**src/rtl/dma_pkg.sv**
```systemverilog
package dma_pkg;
    typedef enum logic [0:0] {
        ST_IDLE  = 1'b0,
        ST_DRAIN = 1'b1
    } chan_state_e;
endpackage

```
**src/rtl/dma_word_fifo.sv**
```systemverilog
module dma_word_fifo #(
    parameter int W     = 16,
    parameter int DEPTH = 8
) (
    input  logic                         clk,
    input  logic                         rst_n,
    input  logic                         push,
    input  logic [W-1:0]                 wdata,
    input  logic                         pop,
    output logic [W-1:0]                 rdata,
    output logic [$clog2(DEPTH+1)-1:0]   level,
    output logic                         empty,
    output logic                         full
);
    localparam int PW = (DEPTH > 1) ? $clog2(DEPTH) : 1;
    localparam int LW = $clog2(DEPTH+1);

    logic [W-1:0]  mem [DEPTH];
    logic [PW-1:0] wp, rp;
    logic [LW-1:0] cnt;

    function automatic logic [PW-1:0] nxt(input logic [PW-1:0] p);
        return (p == PW'(DEPTH-1)) ? '0 : p + 1'b1;
    endfunction

    always_ff @(posedge clk) begin
        if (!rst_n) begin
            wp  <= '0;
            rp  <= '0;
            cnt <= '0;
        end else begin
            if (push) begin
                mem[wp] <= wdata;
                wp      <= nxt(wp);
            end
            if (pop) rp <= nxt(rp);
            if (push && !pop)      cnt <= cnt + 1'b1;
            else if (pop && !push) cnt <= cnt - 1'b1;
        end
    end

    assign rdata = mem[rp];
    assign level = cnt;
    assign empty = (cnt == '0);
    assign full  = (cnt == LW'(DEPTH));
endmodule

```
**src/rtl/dma_chan_fsm.sv**
```systemverilog
module dma_chan_fsm
    import dma_pkg::*;
(
    input  logic        clk,
    input  logic        rst_n,
    input  logic        req_pend,
    input  logic        armed,
    input  logic        can_move,
    output chan_state_e state,
    output logic        start,
    output logic        offer
);
    chan_state_e state_q, state_d;

    always_ff @(posedge clk) begin
        if (!rst_n) state_q <= ST_IDLE;
        else        state_q <= state_d;
    end

    always_comb begin
        state_d = state_q;
        start   = 1'b0;
        offer   = 1'b0;
        unique case (state_q)
            ST_IDLE: begin
                if (req_pend && armed) begin
                    state_d = ST_DRAIN;
                    start   = 1'b1;
                end
            end
            ST_DRAIN: begin
                offer = can_move;
                if (!can_move) state_d = ST_IDLE;
            end
            default: state_d = ST_IDLE;
        endcase
    end

    assign state = state_q;
endmodule

```
**src/rtl/fifo_dma_wr.sv**
```systemverilog
module fifo_dma_wr
    import dma_pkg::*;
#(
    parameter int DW    = 16,
    parameter int AW    = 32,
    parameter int CW    = 32,
    parameter int KEEP  = 24,
    parameter int LENW  = 16,
    parameter int DEPTH = 8
) (
    input  logic            clk,
    input  logic            rst_n,
    input  logic            host_wr,
    input  logic [DW-1:0]   host_wdata,
    input  logic            len_wr,
    input  logic [LENW-1:0] len_wdata,
    input  logic            addr_wr,
    input  logic [AW-1:0]   addr_wdata,
    input  logic            cnt_wr,
    input  logic [CW-1:0]   cnt_wdata,
    input  logic            ctl_wr,
    input  logic [1:0]      ctl_wdata,
    input  logic            op_wr,
    input  logic            op_wdata,
    output logic            out_valid,
    input  logic            out_ready,
    output logic [AW-1:0]   out_addr,
    output logic [DW-1:0]   out_data,
    output logic            fifo_full,
    output logic            xfer_active,
    output logic            busy,
    output logic            dreq,
    output logic [1:0]      chan_ctl,
    output logic [CW-1:0]   cnt_out,
    output logic [LENW-1:0] len_out
);
    localparam int FLW  = $clog2(DEPTH+1);
    localparam int STEP = DW / 8;
    localparam logic [CW-1:0] KEEP_MASK = CW'((64'd1 << KEEP) - 1);

    logic [AW-1:0]   addr_q;
    logic [CW-1:0]   cnt_q;
    logic [LENW-1:0] len_q;
    logic            act_q, en_q, te_q, glob_q, req_q;
    logic [FLW-1:0]  level, level_nx;
    logic            empty, full, accept, move, armed, start, offer, grp;
    chan_state_e     state;

    assign armed  = en_q && !te_q && glob_q;
    assign accept = host_wr && act_q && !full;
    assign move   = offer && out_ready;

    dma_word_fifo #(.W(DW), .DEPTH(DEPTH)) u_fifo (
        .clk(clk), .rst_n(rst_n),
        .push(accept), .wdata(host_wdata),
        .pop(move), .rdata(out_data),
        .level(level), .empty(empty), .full(full)
    );

    dma_chan_fsm u_fsm (
        .clk(clk), .rst_n(rst_n),
        .req_pend(req_q), .armed(armed),
        .can_move(!empty && (cnt_q != '0) && armed),
        .state(state), .start(start), .offer(offer)
    );

    always_comb begin
        level_nx = level;
        if (accept && !move)      level_nx = level + 1'b1;
        else if (move && !accept) level_nx = level - 1'b1;
        grp = accept && (level_nx != '0) && (level_nx[1:0] == 2'b00);
    end

    always_ff @(posedge clk) begin
        if (!rst_n) begin
            addr_q <= '0;
            cnt_q  <= '0;
            len_q  <= '0;
            act_q  <= 1'b0;
            en_q   <= 1'b0;
            te_q   <= 1'b0;
            glob_q <= 1'b0;
            req_q  <= 1'b0;
        end else begin
            if (addr_wr)   addr_q <= addr_wdata;
            else if (move) addr_q <= addr_q + AW'(STEP);

            if (cnt_wr)                    cnt_q <= cnt_wdata;
            else if (ctl_wr && ctl_wdata[0]) cnt_q <= cnt_q & KEEP_MASK;
            else if (move)                 cnt_q <= cnt_q - 1'b1;

            if (len_wr) begin
                len_q <= len_wdata;
                act_q <= (len_wdata != '0);
            end else if (move && len_q != '0) begin
                len_q <= len_q - 1'b1;
                if (len_q == LENW'(1)) act_q <= 1'b0;
            end

            if (ctl_wr) begin
                en_q <= ctl_wdata[0];
                te_q <= te_q & ctl_wdata[1];
            end else if (move && cnt_q == CW'(1)) begin
                te_q <= 1'b1;
            end

            if (op_wr) glob_q <= op_wdata;

            if (grp)        req_q <= 1'b1;
            else if (start) req_q <= 1'b0;
        end
    end

    assign out_valid   = offer;
    assign out_addr    = addr_q;
    assign fifo_full   = full;
    assign xfer_active = act_q;
    assign busy        = (state == ST_DRAIN);
    assign dreq        = req_q;
    assign chan_ctl    = {te_q, en_q};
    assign cnt_out     = cnt_q;
    assign len_out     = len_q;
endmodule

```
**config.mk**
```make
export PLATFORM = sky130hd
export DESIGN_NAME = fifo_dma_wr
export DESIGN_NICKNAME = d
export VERILOG_FILES = /design/src/rtl/dma_pkg.sv /design/src/rtl/dma_word_fifo.sv /design/src/rtl/dma_chan_fsm.sv /design/src/rtl/fifo_dma_wr.sv
export SDC_FILE = /design/constraint.sdc
export NUM_CORES = 1
export LEC_CHECK = 0
export ABC_AREA = 1
export BUFFER_PORTS_ARGS = -buffer_cell sky130_fd_sc_hd__buf_4
export CORE_UTILIZATION = 49
export CTS_BUF_LIST = sky130_fd_sc_hd__clkbuf_4 sky130_fd_sc_hd__clkbuf_8
export DETAILED_ROUTE_END_ITERATION = 10
export GPL_TIMING_DRIVEN = 0
export MAX_ROUTING_LAYER = met4
export PLACE_DENSITY = 0.68
export SKIP_LAST_GASP = 1
export SLEW_MARGIN = 0
export SYNTH_ARGS = -nofsm -noshare
export SYNTH_HDL_FRONTEND = slang
export SYNTH_SLANG_ARGS = --single-unit
```
**constraint.sdc**
```tcl
create_clock -name clk -period 2.5 [get_ports clk]
set_input_delay 0.125 -clock clk [delete_from_list [all_inputs] [get_ports clk]]
set_output_delay 0.125 -clock clk [all_outputs]
set_load 0.03 [all_outputs]
```
Word level (Yosys, flattened, before mapping). Memory sizes are Yosys's and may differ from the RTL's. A register that Yosys moved wholly into a read port is not among the register bits. Cells that the tools add are included.

Mux-type cells: 28. Equal/unequal tests: 6. Add/sub/neg operators: 7. Bitwise gates (word level): 2. Reduce and logical (&&, ||, !) cells: 35.

Operators by type and width (count): 32-bit two-way mux (5); 32-bit by 2-bit adder with 32-bit output, second input constant (1); 32-bit by 1-bit equality test with 1-bit output, second input constant (1); 16-bit two-way mux (2); 16-bit nonzero test (2); 32-bit nonzero test (1); 32-bit by 1-bit subtractor with 32-bit output, second input constant (1); 16-bit by 1-bit equality test with 1-bit output, second input constant (1); 16-bit by 1-bit subtractor with 16-bit output, second input constant (1); 1-bit logical AND (15); 1-bit two-way mux (14); 3-bit two-way mux (4); 2-bit nonzero test (6); 4-bit two-way mux (2); 3-bit by 1-bit adder with 3-bit output, second input constant (2); 3-bit equality test, second input constant (2); 1-bit logical NOT (5); 4-bit by 1-bit adder with 4-bit output, second input constant (1); 4-bit equality test, second input constant (1); 4-bit logical NOT (1); 2-bit AND reduction (2); 4-bit nonzero test (1); 4-bit by 1-bit subtractor with 4-bit output, second input constant (1); 3-bit nonzero test (1); 5 further kinds (5).

Word-level logic and storage cells: 92. RAM bits: 128. Memories kept: 1. Output and inout port bits: 103. Bits in registers: 96.

Memories: u_fifo.mem (words 8, width 16, rd ports 1, clocked after memory_dff 1, write ports 1, RTL line dma_word_fifo.sv:18) `logic [W-1:0] mem [DEPTH];`.

Longest topological paths before layout.
Depth in word-level cells: 13. Depth in mapped cells: 17.

Hierarchy. A second synthesis with hierarchy kept.

Cell total of the unflattened synthesis: 1521. Area, all modules: 11852.6 um^2.

By module, submodules not included: fifo_dma_wr (area an instance 6020.8 um^2, cells an instance 999, times used 1); dma_word_fifo (area an instance 5774.3 um^2, cells an instance 514, times used 1); dma_chan_fsm (area an instance 57.6 um^2, cells an instance 8, times used 1).

Worst setup path after synthesis. No wires, ideal clock.

Kind: register to register. Start point: reg cnt_q[0] (netlist: cnt_out[0]). End point: reg req_q (netlist: dreq). Period minus slack after synthesis: 2.360 ns. Setup slack: 0.140 ns. Setup time: 0.132 ns. Arrival time: 2.228 ns. Path buffers: 0. Cell stages (with the launch flop): 15. Cells stage by stage: dfxtp_1 > inv_1 > ha_1 > nand3_1 > nor2_1 > nand2_1 > nor2_1 > nor2_1 > nand4_1 > nand2_1 > nand2_1 > nand2_1 > nand2_1 > nand2_1 > a21oi_1.

Word-level cells in the longest chain between the ends: 12. Elaborated cells on any way between the ends: 16. Classes of those cells: 4 x mux; 12 x reduce/logical.

RTL lines: start, declared (RTL line fifo_dma_wr.sv:42) `logic [CW-1:0] cnt_q;`; start signal, assigned (RTL line fifo_dma_wr.sv:88) `if (cnt_wr) cnt_q <= cnt_wdata;`; start signal, assigned (RTL line fifo_dma_wr.sv:89) `else if (ctl_wr && ctl_wdata[0]) cnt_q <= cnt_q & KEEP_MASK;`; start signal, assigned (RTL line fifo_dma_wr.sv:90) `else if (move) cnt_q <= cnt_q - 1'b1;`; 32-bit nonzero test (*) (RTL line fifo_dma_wr.sv:63) `.can_move(!empty && (cnt_q != '0) && armed),`; 1-bit logical AND (*) (2 in a row) (RTL line fifo_dma_wr.sv:63); 1-bit two-way mux (*) (RTL line dma_chan_fsm.sv:24) `unique case (state_q)`; net out_valid (RTL line fifo_dma_wr.sv:25) `output logic out_valid,`; 1-bit logical AND (*) (RTL line fifo_dma_wr.sv:51) `assign move = offer && out_ready;`; 1-bit logical AND or 1-bit logical NOT (tied branches) (RTL line fifo_dma_wr.sv:70, fifo_dma_wr.sv:69); 4-bit two-way mux or 1-bit logical AND (tied branches) (RTL line fifo_dma_wr.sv:70, fifo_dma_wr.sv:69); 4-bit two-way mux (*); 4-bit nonzero test (RTL line fifo_dma_wr.sv:71) `grp = accept && (level_nx != '0) && (level_nx[1:0] == 2'b00);`; 1-bit logical AND (RTL line fifo_dma_wr.sv:71); 1-bit logical AND (*) (RTL line fifo_dma_wr.sv:71); 1-bit two-way mux or 2-bit nonzero test (tied branches); end signal, assigned (RTL line fifo_dma_wr.sv:83) `req_q <= 1'b0;`; end signal, assigned (RTL line fifo_dma_wr.sv:109) `if (grp) req_q <= 1'b1;`; end signal, assigned (RTL line fifo_dma_wr.sv:110) `else if (start) req_q <= 1'b0;`; end, declared (RTL line fifo_dma_wr.sv:44) `logic act_q, en_q, te_q, glob_q, req_q;`.

The timed path passes the listed nets; every way through them passes the cells marked *. A chain may end at the register's enable or synchronous reset.

==> results.ini <==
[clock_tree]
clock_sinks=227
insertion_delay_ns=0.54
clk_pin_slew_ns=0.06
clk_path_buf_depth=3
clockRootBuffer=clkbuf_8
numCtsBuffers=39
cts_tree=yes
htree_levels=2

[timing]
rsz0062_at_grt=yes
fin_worst_skew_ns=0.0250
final.setup.tns_ns=0
maxSlewHeadroom_pct=46.3
fin_ws_ns=0.0920
finalCriticalPeriod_ns=2.41
fmax_mhz=415
hold_viol=0
setup_violations=0
tightest_slew_ns=0.806
slew_viol_final=0
fin_crit_sh_pct=96.3

[setup_path]
crit_path_cell_trace=clkbuf_2, clkbuf_2, nor2_1, nor2_1, o21ai_0, a31oi_1, buf_4
max_stage_delay_ns=0.35
crit_type=reg2out
path_max_fanout=10
worstPathRequired_ns=2.38
endpoint_kind=output pin
cp_slowest_cell=dfxtp_1
startpoint_type=flop
arrival_ns=2.28

[route]
wl_per_cell_um=17.5
wl_um=34700
via_per_inst=5.50
vias=10923
antenna_left=0
dr.pass1.iters=8
drc=5
drt_iter0_markers=953

[status]
violations=design-rule violations
outcome=finished with violations

[logic_synthesis]
ys_seq_area_share_pct=52.4
async_reset_ff_share_pct=0
ys_types=47
synth_edf_count=128
syn_avg_cell_area_um2=8.49
syn_nets=1429
synth_warnings=0
ys_ff_latch=227
synth_area_um2=11100
yosys_most_used_dff=edfxtp_1
syn_inst=1310

[pwr]
power_switching_w=0.00239
p_comb_share_pct=14.3
pwr-share-seq_pct=47.5
ir_drop_mv=0.379
p_int_w=0.00642
p_clk_share_pct=38.2
switching_share_pct=27.1
powerDensity_nw_per_um2=584
power_w=0.00881
p_leak_nw=6.15

[die]
die-area_um2=23300
row_count=54
num_io_pins=211
initial_core_util_pct=50.5
core_region_area_um2=22000
die_x_um=153
die_y_um=153

[finish]
layout_commonest_cell=nand2_1
drive_above_1_share_pct=22.3
antenna_cells=0
final_cell_mix=nand2_1 (231), buf_4 (221), nor2_1 (208)
final-instance-count-excl-fill=1985
area_delta_synth_final_pct=35.6
fillerInstances=1815
nets=1795
final_core_util_pct=68.4

[grt]
grt_pass1_vias=10519
grt_pass1_wl_um=54000
overflow=0
antenna_found_initial=0
grt_util_all_layers_pct=30.2
grt_max_degree=17

[place]
portBuffers=207
pre_cts_ws_ns=-0.151
place_congestion=0.897
dp_hpwl_um=23600
dp_cells=1804

[min_path]
hold_class=in2reg

[job]
maxCapViolations=0

-- worst max-delay path, delay by kind of cell, from the launching register on --
kind	cells	cell delay [ns]
buffers and inverters	3	0.77
AOI/OAI and AO/OA	2	0.43
DFF	1	0.35
and+or+nand+nor	2	0.19
-- cell families (layout without fill, tap and decap cells) --
group | count (synthesis) | in the layout | share of synthesized area (%)
DFF | 227 | 227 | 52.4
and+or+nand+nor | 584 | 584 | 23.1
buffers and inverters | 162 | 557 | 5.89
AOI/OAI and AO/OA | 287 | 287 | 14.3
xor gates and xnor gates | 39 | 39 | 3.07
adders and majority gates | 11 | 11 | 1.24
-- layout make-up --
class	instances	area [µm²]	area share, %
buffer	56	278	1.84
clock buffer	56	677	4.49
clock inverter	14	92.6	0.614
inverter	106	399	2.65
multi-input combinational	921	4690	31.1
sequential	227	5830	38.7
tap	280	350	2.32
timing repair buffer	325	2760	18.3
-- power by group through the flow --
stage / Clock, W / Combinational (W) / Sequential, W
floorplan: 0 / 0.000498 / 0.00439
global placement: 0 / 0.00109 / 0.00426
detailed placement: 0 / 0.00111 / 0.00425
CTS: 0.00341 / 0.00124 / 0.00418
global route: 0.00357 / 0.00137 / 0.00420
finish: 0.00336 / 0.00126 / 0.00418
-- synthesized netlist by cell type, drive strengths merged (6+ instances only) --
cell	number	area [µm²]
nand2	242	970
nor2	231	943
o21ai	134	671
edfxtp	128	3840
inv	103	387
dfxtp	99	1980
a21oi	64	320
nand3	56	303
a31oi	54	338
clkbuf	42	158
xor2	28	245
nor3	23	145
nand4	18	119
o22ai	16	100
buf	14	97.6
ha	11	138
xnor2	11	96.3
nor4	10	62.6
a22oi	6	45.0
-- final timing paths --
kind	from	endpoint	slack, ns	depth (start not counted)
setup / recovery	flop	out_data[10]	0.09	7
hold / removal	cnt_wr	cnt_out[9]	0.03	3
setup reg to reg	u_fifo.level[0]	u_fifo.mem[7][14]	0.15	9
hold reg to reg	en_q	en_q	0.48	2
-- sequential cells by signal (all words and copies together) (netlist names), named ones only --
signal / count
u_fifo.mem: 128
cnt_out: 32
out_addr: 32
len_out: 16
u_fifo.level: 4
u_fifo.rp: 3
u_fifo.wp: 3
dreq: 1
en_q: 1
glob_q: 1
te_q: 1
u_fsm.state: 1
xfer_active: 1
-- stage by stage --
stage               hold slack [ns]  instance area, µm²
floorplan                     0.219               11100
global route                 0.0324               15100
finish                       0.0273               15100
CTS                        0.000608               14900
global placement              0.317               13000
detailed placement            0.316               13100
-- what timing repair did --
item	CTS	global route
setup endpoints to repair	48	103
pin swaps	0	6
cloned	0	0
setup buffers	0	11
resized for setup	11	17
hold endpoints to repair	212	0
hold buffers	100	0
-- routing by layer --
layer	part of all wire [%]	GRT usage (%)	wire length, µm
met5	0	-	0
met4	3.2	11.9	1110
met3	7.1	4.81	2460
met2	47	48.8	16400
met1	43	38.1	14800
(Power assumes the default switching activity.)
